### config.mk
export PLATFORM = sky130hd
export DESIGN_NAME = dma_chan_regs
export DESIGN_NICKNAME = d
export VERILOG_FILES = /design/src/rtl/dma_chan_regs.sv
export SDC_FILE = /design/constraint.sdc
export NUM_CORES = 1
export LEC_CHECK = 0
export ABC_AREA = 1
export ABC_CLOCK_PERIOD_IN_PS = 1600
export BUFFER_PORTS_ARGS = -buffer_cell sky130_fd_sc_hd__buf_4
export CORE_UTILIZATION = 46
export CTS_BUF_LIST = sky130_fd_sc_hd__clkbuf_8
export DETAILED_ROUTE_END_ITERATION = 10
export PLACE_DENSITY = 0.71
export SYNTH_ARGS = -nofsm -noshare
export SYNTH_HDL_FRONTEND = slang
export SYNTH_SLANG_ARGS = --single-unit
export TNS_END_PERCENT = 10
### constraint.sdc
create_clock -name clk -period 1.6 [get_ports clk]
set_clock_uncertainty 0.1 [all_clocks]
set_input_delay 0.24 -clock clk [delete_from_list [all_inputs] [get_ports clk]]
set_output_delay 0.24 -clock clk [all_outputs]
set_load 0.02 [all_outputs]
### src/rtl/dma_chan_regs.sv
module dma_chan_regs #(
  parameter int ADDR_W     = 4,
  parameter int ALIGN_BITS = 6
) (
  input  logic              clk,
  input  logic              rst_n,
  input  logic [ADDR_W-1:0] addr,
  input  logic              wr_en,
  input  logic              rd_en,
  input  logic [31:0]       wdata,
  output logic [31:0]       rdata,
  input  logic              fetch_start,
  input  logic              upd_valid,
  input  logic [63:0]       upd_desc_addr,
  input  logic [2:0]        upd_state,
  output logic [63:0]       chain_addr,
  output logic              chain_addr_err
);

  localparam int DESC_W = 64 - ALIGN_BITS;
  localparam logic [ADDR_W-1:0] OFF_ST_LO = ADDR_W'(4'h0);
  localparam logic [ADDR_W-1:0] OFF_ST_HI = ADDR_W'(4'h4);
  localparam logic [ADDR_W-1:0] OFF_CH_LO = ADDR_W'(4'h8);
  localparam logic [ADDR_W-1:0] OFF_CH_HI = ADDR_W'(4'hC);
  localparam logic [2:0] ST_ACTIVE = 3'b000;
  localparam logic [2:0] ST_HALTED = 3'b011;

  logic [DESC_W-1:0] done_desc;
  logic [2:0]        xfer_state;
  logic [31:0]       hi_hold;
  logic [63:0]       status_word;
  logic              chain_bad;
  logic              rd_lo;

  assign status_word = {done_desc, {(ALIGN_BITS-3){1'b0}}, xfer_state};
  assign chain_bad   = (chain_addr == '0) || (chain_addr[ALIGN_BITS-1:0] != '0);
  assign rd_lo       = rd_en && (addr == OFF_ST_LO);

  always_ff @(posedge clk) begin
    if (!rst_n) begin
      rdata          <= '0;
      hi_hold        <= '0;
      done_desc      <= '0;
      xfer_state     <= ST_HALTED;
      chain_addr     <= '0;
      chain_addr_err <= 1'b0;
    end else begin
      if (rd_en) begin
        case (addr)
          OFF_ST_LO: begin
            rdata   <= status_word[31:0];
            hi_hold <= status_word[63:32];
          end
          OFF_ST_HI: rdata <= hi_hold;
          OFF_CH_LO: rdata <= chain_addr[31:0];
          OFF_CH_HI: rdata <= chain_addr[63:32];
          default:   rdata <= '0;
        endcase
      end
      if (wr_en && addr == OFF_CH_LO) chain_addr[31:0]  <= wdata;
      if (wr_en && addr == OFF_CH_HI) chain_addr[63:32] <= wdata;
      if (upd_valid) done_desc <= upd_desc_addr[63:ALIGN_BITS];
      if (fetch_start) begin
        chain_addr_err <= chain_bad;
        xfer_state     <= chain_bad ? ST_HALTED : ST_ACTIVE;
      end else if (upd_valid) begin
        xfer_state <= upd_state;
      end
    end
  end

  AST_LOW_READ_PAIR: assert property (@(posedge clk) disable iff (!rst_n)
    rd_lo |=> (hi_hold == $past(status_word[63:32])) && (rdata == $past(status_word[31:0])));
  AST_HOLD_STABLE: assert property (@(posedge clk) disable iff (!rst_n)
    !rd_lo |=> $stable(hi_hold));
  AST_RSVD_ZERO: assert property (@(posedge clk) disable iff (!rst_n)
    rd_lo |=> rdata[5:3] == 3'b000);
  AST_BAD_HALTS: assert property (@(posedge clk) disable iff (!rst_n)
    (fetch_start && chain_bad) |=> chain_addr_err && (xfer_state == ST_HALTED));
  AST_ERR_ONLY_FETCH: assert property (@(posedge clk) disable iff (!rst_n)
    !fetch_start |=> $stable(chain_addr_err));
  AST_GOOD_ACTIVE: assert property (@(posedge clk) disable iff (!rst_n)
    (fetch_start && !chain_bad) |=> !chain_addr_err && (xfer_state == ST_ACTIVE));

endmodule

### After elaboration in Yosys (flattened, before gate mapping)

Cells that the tools add are included.

* eq/ne operators: 3
* reductions and logical operators: 8
* multiplexer cells: 4

Operators by type and width (count)
* 32-bit case mux with 4 select lines: 1
* 64-bit zero test: 1
* 4-bit == test, second input constant: 2
* 3-bit two-way mux: 2
* 6-bit nonzero test: 1
* 4-bit by 3-bit == test with 1-bit output, second input constant: 1
* 4-bit zero test: 1
* 1-bit logical AND: 2
* 2-bit two-way mux: 1
* 2-bit AND reduction: 1
* 2-bit nonzero test: 1
* 1-bit logical OR: 1

* logic and storage cells: 22
* bits of input ports: 109
* flip-flop bits (word level): 190

### Depth between registers and ports, before layout

Gate-level depths: netlist of the first run.

* word-level depth: 4
* depth in mapped cells: 9

### Least setup slack after synthesis of the first run

Ideal clock, no wire load.

* kind: input-to-reg
* from: input port addr[1]
* to: register hi_hold[12]
* data arrival time: 1009 ps
* library setup time: 119 ps
* required time: 1381 ps
* path buffers: 1
* path slack: 371 ps
* stages on the path: 7
* cell sequence: nor2_8 nand3_4 inv_6 nand2_4 buf_2 o21ai_0 a21oi_1

* cells in the longest elaborated chain, start to end: 2

Ends and longest elaborated chain
* start: declaration: RTL line 7 `input logic [ADDR_W-1:0] addr,`
* 4-bit zero test: RTL line 49 `case (addr)`
* 2-bit AND reduction (no line)
* end signal: assignment: RTL line 52 `hi_hold <= status_word[63:32];`
* end: declaration: RTL line 30 `logic [31:0] hi_hold;`

No other way between the ends.
A chain may end at the register's enable or synchronous reset.

### Worst setup path after layout of the first run

* from: input port fetch_start
* to: register xfer_state[2]

* cells in the longest elaborated chain, start to end: 1
* elaborated cells between the ends (all ways): 2
* classes of those cells: 1 x mux; 1 x reduce/logical

Ends and longest elaborated chain
* start: declaration: RTL line 12 `input logic fetch_start,`
* 3-bit two-way mux / 2-bit nonzero test (equally long branches)
* end signal: assignment: RTL line 65 `xfer_state <= chain_bad ? ST_HALTED : ST_ACTIVE;`
* end signal: assignment: RTL line 67 `xfer_state <= upd_state;`
* end: declaration: RTL line 29 `logic [2:0] xfer_state;`

Parallel ways exist; a longest one is shown, timed or not.

==> run metrics, run 1 <==
Post-CTS Setup Inserts 0; first-pass GRT wire length about 37000 µm; largest net degree at the start of global routing 56; DRC viols 0; number of buffers and inverters on the critical path 3; Vias per Instance ~5.2; Max Freq 664 MHz; Post-DRT Antenna Nets 0; post-DP HPWL between 15000 and 20000 µm; Worst Tran Pin Value 0.317 ns; DR vias slightly below 8000; # H-tree levels 4; Synth Register Bits 190; Critical Path RT 1.90 ns; total power 9.19 mW; fraction of registers with async set/reset 0; Seq/Total Area, Yosys 0.492; Worst Setup Start Kind primary input; Syn. warnings 0; core region area about 17000 µm²; syn_nets around 1100; CP arrival 1.81 ns; Post-Synthesis Cells 1018; Placed Cells 1400; GR Layer Usage met1 0.366; min-delay src rd_en; setup_tns 0 ns; Hold Path Sink rdata[24]$_SDFFE_PN0P_; CP max-delay cell dlygate4sd3_1; kind of cell adding the most delay to the critical path buffers and inverters; max_cap viols 0; Final Hold Fails 0; worst reg2reg path startpoint chain_addr[30]$_SDFFE_PN0P_; Synth-to-Final Area Change 40.6%; Die Area about 17000 µm²; Final min period ~1.5 ns; met3 GRT Util 0.0559; initial core utilization 0.468; VDD IR max approximately 0.62 mV; Clock Power Share 0.333; Max Slew Vio Count 0; CTS tree done; synthesized cell area 7740 µm²; Register Area roughly 3800 µm²; Final Util 0.658; initial antenna violation count 0; Clk Latency, worst-skew pair around 0.47 ns; Overall Global Routing Usage 0.274; FF-to-FF End chain_addr_err$_SDFFE_PN0P_; Reg power frac 0.542; Routed WL about 24000 µm; clock sinks between 150 and 200; Hold Path Class in -> reg; LEAKAGE roughly 4.4 nW; Clock Pin Slew Worst Setup and Hold Paths 0.09 ns; CP Class in -> reg; hold path depth 3; GR peak layer met2; number of synthesized flops with an enable pin 0; TritonCTS buffer count 17; ant diodes 0; vias in the first global route around 7000; leading area contributor after synthesis dfxtp_1; commonest non-fill, non-tap cell in the layout buf_4; Comb power frac 0.125; layout cells sized above 1 0.236; drt first-iter violations 720; Slew HR 0.789; fill count 1383; area occupied by multi-input gates ~3300 µm²; r2r setup slk 0.11 ns; crit path max fanout 4; commonest non-fill, non-tap cells in the layout buf_4 (222), dfxtp_1 (190), nand2_1 (166), nor2_1 (135), a21oi_1 (129); Clock Tree Buf Depth 2; syn avg cell area ~7.6 µm²; met2 Track Usage GR 0.430; WL per Instance 15.6 µm; Switching Share 0.260; final setup vio count 0; RSZ-0062 raised after global routing no; Root Driver clkbuf_8; total grt overflow 0; critical path, cell by cell dlygate4sd3_1 -> buf_4 -> nor2_2 -> nand2_1 -> dlygate4sd3_1 -> a21oi_1; top-area cell type share of the netlist area 0.492; net switching power 2.39 mW; Int Power a little under 7 mW; # IOs 206; DRT Pass-1 Iters 4; Die X-Extent approximately 130 µm; reg2reg path depth 9; RD Place Congestion roughly 0.87; P per Cell Area 845 nW/µm²; Post-layout nets around 1400; die height ~130 µm; most frequent cell on the critical path dlygate4sd3_1; part of the cycle the worst path needs 0.942; prevailing post-synth register cell dfxtp_1; Core Rows 47; Area contributors post-synth dfxtp_1 (49%), a21oi_1 (8.3%), o21ai_0 (8.1%); CP Capture Type flip-flop; Post-Layout Cell Count roughly 1500; Design Area, Final about 11000 µm²; Area after DPL about 9500 µm²; number of port buffers a little under 200; max incr delay on CP roughly 0.55 ns; outcome finished clean; count of cell types in the netlist 29
==> routing by layer <==
layer / up-vias / wire, µm
li1: 3913 / -
met1: 3612 / 10300
met2: 348 / 10900
met3: 46 / 1790
met4: 0 / 744
met5: - / 0
==> area by class of cell <==
| cell class | instances | area share |
|---|---|---|
| clock buffer | 20 | 0.0253 |
| timing repair buffer | 329 | 0.263 |
| multi-input combinational | 677 | 0.299 |
| clock inverter | 12 | 0.0104 |
| tap | 220 | 0.0253 |
| inverter | 79 | 0.0277 |
| sequential | 190 | 0.350 |
==> flip-flops by register name (all words and copies together) (netlist names) <==
signal / cells
hi_hold: 32
chain_addr: 64
done_desc: 58
rdata: 32
xfer_state: 3
chain_addr_err: 1
==> power by group through the flow <==
stage	Combinational (mW)	Sequential, mW	Clock, mW
after global placement	0.937	5.09	0
after CTS	1.13	4.98	3.13
after global routing	1.25	5.00	3.31
after detailed placement	0.947	5.09	0
final	1.15	4.98	3.06
after floorplan	0.464	5.11	0
==> cells in the mapped netlist (3+ instances only) <==
| cell | count |
|---|---|
| nand3_2 | 12 |
| o21ai_1 | 13 |
| o221ai_1 | 3 |
| o22ai_1 | 26 |
| nand2_1 | 166 |
| nand2_2 | 6 |
| inv_1 | 74 |
| nand3_1 | 26 |
| buf_6 | 3 |
| dfxtp_1 | 190 |
| nand4_1 | 13 |
| a21oi_1 | 129 |
| o21ai_2 | 5 |
| inv_2 | 4 |
| buf_2 | 25 |
| nor2_1 | 136 |
| a21oi_2 | 10 |
| clkbuf_1 | 37 |
| o21ai_0 | 125 |
==> stage by stage <==
step	hold slack (ns)	setup WS (ns)
finish	0.0367	0.0933
global route	0.0163	0.00998
CTS	0.0133	0.0800
detailed placement	0.341	0.0740
global placement	0.336	0.0890
floorplan	0.275	0.371
==> kinds of logic after synthesis <==
family                 after synthesis  synth area share
buffers and inverters              151            0.0886
and+or+nand+nor                    364             0.203
AOI/OAI and AO/OA                  313             0.216
DFF                                190             0.492
==> worst max path at each step <==
stage / end / cells past startpoint / slack (ns) / startpoint
after floorplan: hi_hold[12]$_SDFFE_PN0P_ / 7 / 0.37 / addr[1]
after global placement: rdata[7]$_SDFFE_PN0P_ / 7 / 0.09 / addr[1]
after detailed placement: hi_hold[5]$_SDFFE_PN0P_ / 8 / 0.07 / addr[1]
after CTS: xfer_state[2]$_SDFFE_PN0P_ / 6 / 0.08 / fetch_start
after global routing: chain_addr_err$_SDFFE_PN0P_ / 9 / 0.01 / chain_addr[48]$_SDFFE_PN0P_
final: xfer_state[2]$_SDFFE_PN0P_ / 6 / 0.09 / fetch_start
==> worst register-to-register path: stages (launching register included) <==
cell and delay [ns]:
dfxtp_1 0.34, nor2_1 0.16, nand2_1 0.09, nor2_1 0.19, nand2_1 0.07, nor2_1 0.09, nand2_1 0.05, nand2_1 0.10
nand2_1 0.10, a21oi_1 0.13
==> timing repair <==
item / 4_1_cts / 5_1_grt
hold buffers: 95 / 0
endpoints found under the hold margin: 125 / 0
resized for setup: 0 / 1
endpoints found under the setup margin: 0 / 1
Note: power is estimated with default switching activity, not from simulation.
==> run 2, diff against run 1 <==
--- a/config.mk
+++ b/config.mk
@@ -6,12 +6,12 @@
 export NUM_CORES = 1
 export LEC_CHECK = 0
 export ABC_AREA = 1
-export ABC_CLOCK_PERIOD_IN_PS = 1600
+export ABC_CLOCK_PERIOD_IN_PS = 1300
 export BUFFER_PORTS_ARGS = -buffer_cell sky130_fd_sc_hd__buf_4
 export CORE_UTILIZATION = 46
 export CTS_BUF_LIST = sky130_fd_sc_hd__clkbuf_8
 export DETAILED_ROUTE_END_ITERATION = 10
-export PLACE_DENSITY = 0.71
+export PLACE_DENSITY = 0.74
 export SYNTH_ARGS = -nofsm -noshare
 export SYNTH_HDL_FRONTEND = slang
 export SYNTH_SLANG_ARGS = --single-unit
==> constraint.sdc (replaced) <==
create_clock -name clk -period 1.3 [get_ports clk]
set_clock_uncertainty 0.1 [all_clocks]
set_input_delay 0.195 -clock clk [delete_from_list [all_inputs] [get_ports clk]]
set_output_delay 0.195 -clock clk [all_outputs]
set_load 0.02 [all_outputs]
==> run metrics, run 2 (synthesized netlist as in run 1, its figures left out) <==
CP Class reg -> out; Clock Tree Buf Depth 2; layout cells sized above 1 0.343; RD Place Congestion between 0.9 and 1; Clock Power Share 0.362; critical path, cell by cell buf_4 -> buf_4; TritonCTS buffer count 17; vias in the first global route 7960; DRT Pass-1 Iters 7; crit path max fanout 2; Area after DPL about 10000 µm²; Final Hold Fails 0; part of the cycle the worst path needs 1.06; first-pass GRT wire length slightly above 40000 µm; CP arrival ~1.1 ns; Root Driver clkbuf_8; Slew HR 0.742; Worst Setup Start Kind flip-flop; kind of cell adding the most delay to the critical path flip-flops; Post-Layout Cell Count 1602; Design Area, Final about 12000 µm²; number of port buffers a little under 200; Worst Tran Pin Value around 0.39 ns; Core Rows 47; commonest non-fill, non-tap cell in the layout buf_4; max incr delay on CP around 0.33 ns; post-DP HPWL about 18000 µm; RSZ-0062 raised after global routing yes; Post-layout nets 1479; Clock Pin Slew Worst Setup and Hold Paths ~0.10 ns; WL per Instance 16.5 µm; DR vias 8346; LEAKAGE about 5.1 nW; Max Slew Vio Count 0; initial antenna violation count 0; Die Area 17300 µm²; CTS tree done; largest net degree at the start of global routing 68; CP max-delay cell dfxtp_1; Int Power 9.17 mW; outcome complete, but fails checks; initial core utilization 0.468; net switching power slightly below 3 mW; number of buffers and inverters on the critical path 2; Switching Share 0.244; commonest non-fill, non-tap cells in the layout buf_4 (185), nand2_1 (164), a21oi_1 (128), nor2_1 (127), o21ai_0 (122); Top reg by flops chain_addr; Vias per Instance approximately 5.2; Post-DRT Antenna Nets 0; Largest regs chain_addr (64), done_desc (58); die height 132 µm; Placed Cells approximately 1500; # H-tree levels 4; clock sinks 190; total grt overflow 0; Routed WL between 20000 and 30000 µm; Max Freq 724 MHz; Die X-Extent roughly 130 µm; VDD IR max ~0.73 mV; P per Cell Area 995 nW/µm²; Synth-to-Final Area Change 57.4%; core region area approximately 17000 µm²; final worst slack -0.0815 ns; # IOs ~210; max FFs per register 64; drt first-iter violations 699; Final min period 1.38 ns; final setup vio count 47; Comb power frac 0.132; Reg power frac 0.505; ant diodes 0; DRC viols 0; failing checks setup timing; Clk Latency, worst-skew pair 0.48 ns; Overall Global Routing Usage 0.306; Critical Path RT 1.00 ns; CP Capture Type primary output; max_cap viols 0; Hold Path Class in -> reg; most frequent cell on the critical path buf_4
==> run 2: layer usage <==
metal	routed length, µm	GRT usage
met4	796	0.121
met1	11100	0.395
met2	12800	0.507
met3	1690	0.0529
met5	0	0
==> run 2: final cells by class <==
cell class	count	area, µm²
fillers	1165	4340
flip-flops and latches	190	3920
repair buffers	405	3910
multi-input cells	677	3320
clock buffers	22	303
inverters	79	302
well taps	220	275
clock inverters	9	156
==> run 2: through the flow <==
| stage | hold WS (ns) | setup TNS (ns) | setup slack [ns] | total power [mW] | util |
|---|---|---|---|---|---|
| final | 0.0569 | -2.17 | -0.0815 | 12.1 | 0.737 |
| after global routing | 0.0562 | -3.87 | -0.169 | 12.6 | 0.737 |
| after CTS | 0.0252 | -3.01 | -0.0863 | 12.1 | 0.723 |
| after detailed placement | 0.321 | -17.29 | -0.255 | 7.51 | 0.611 |
| after global placement | 0.318 | -14.05 | -0.253 | 7.49 | 0.611 |
| after floorplan | 0.230 | 0 | 0.102 | 6.86 | - |
==> run 2: what timing repair did <==
item                                   in CTS  in global routing
pin swaps                                   1                  6
hold buffers                              101                  0
buffers inserted                            6                  0
gates resized for setup                   127                 87
endpoints found under the hold margin     126                  0
setup endpoints to repair                  69                 87
==> run 2: power by group through the flow <==
stage                     clock [mW]  sequential (mW)  combinational [mW]
final                           4.39             6.12                1.61
after floorplan                    0             6.29               0.571
after detailed placement           0             6.26                1.25
after global placement             0             6.25                1.24
after CTS                       4.44             6.12                1.54
after global routing            4.68             6.15                1.74
==> run 2: worst min-delay path, cell delays in order <==
cell and delay [ns]:
buf_4 0.17, inv_2 0.12, a221oi_1 0.06, nand2_1 0.06
==> run 2: worst paths after layout <==
kind	endpoint	slack (ns)	start	cells after the start
max	chain_addr[31]	-0.08	chain_addr[31]$_SDFFE_PN0P_	2
min	xfer_state[1]$_SDFFE_PN1P_	0.06	rst_n	4
max reg2reg	chain_addr_err$_SDFFE_PN0P_	-0.08	chain_addr[51]$_SDFFE_PN0P_	10
min reg2reg	hi_hold[7]$_SDFFE_PN0P_	0.35	hi_hold[7]$_SDFFE_PN0P_	2
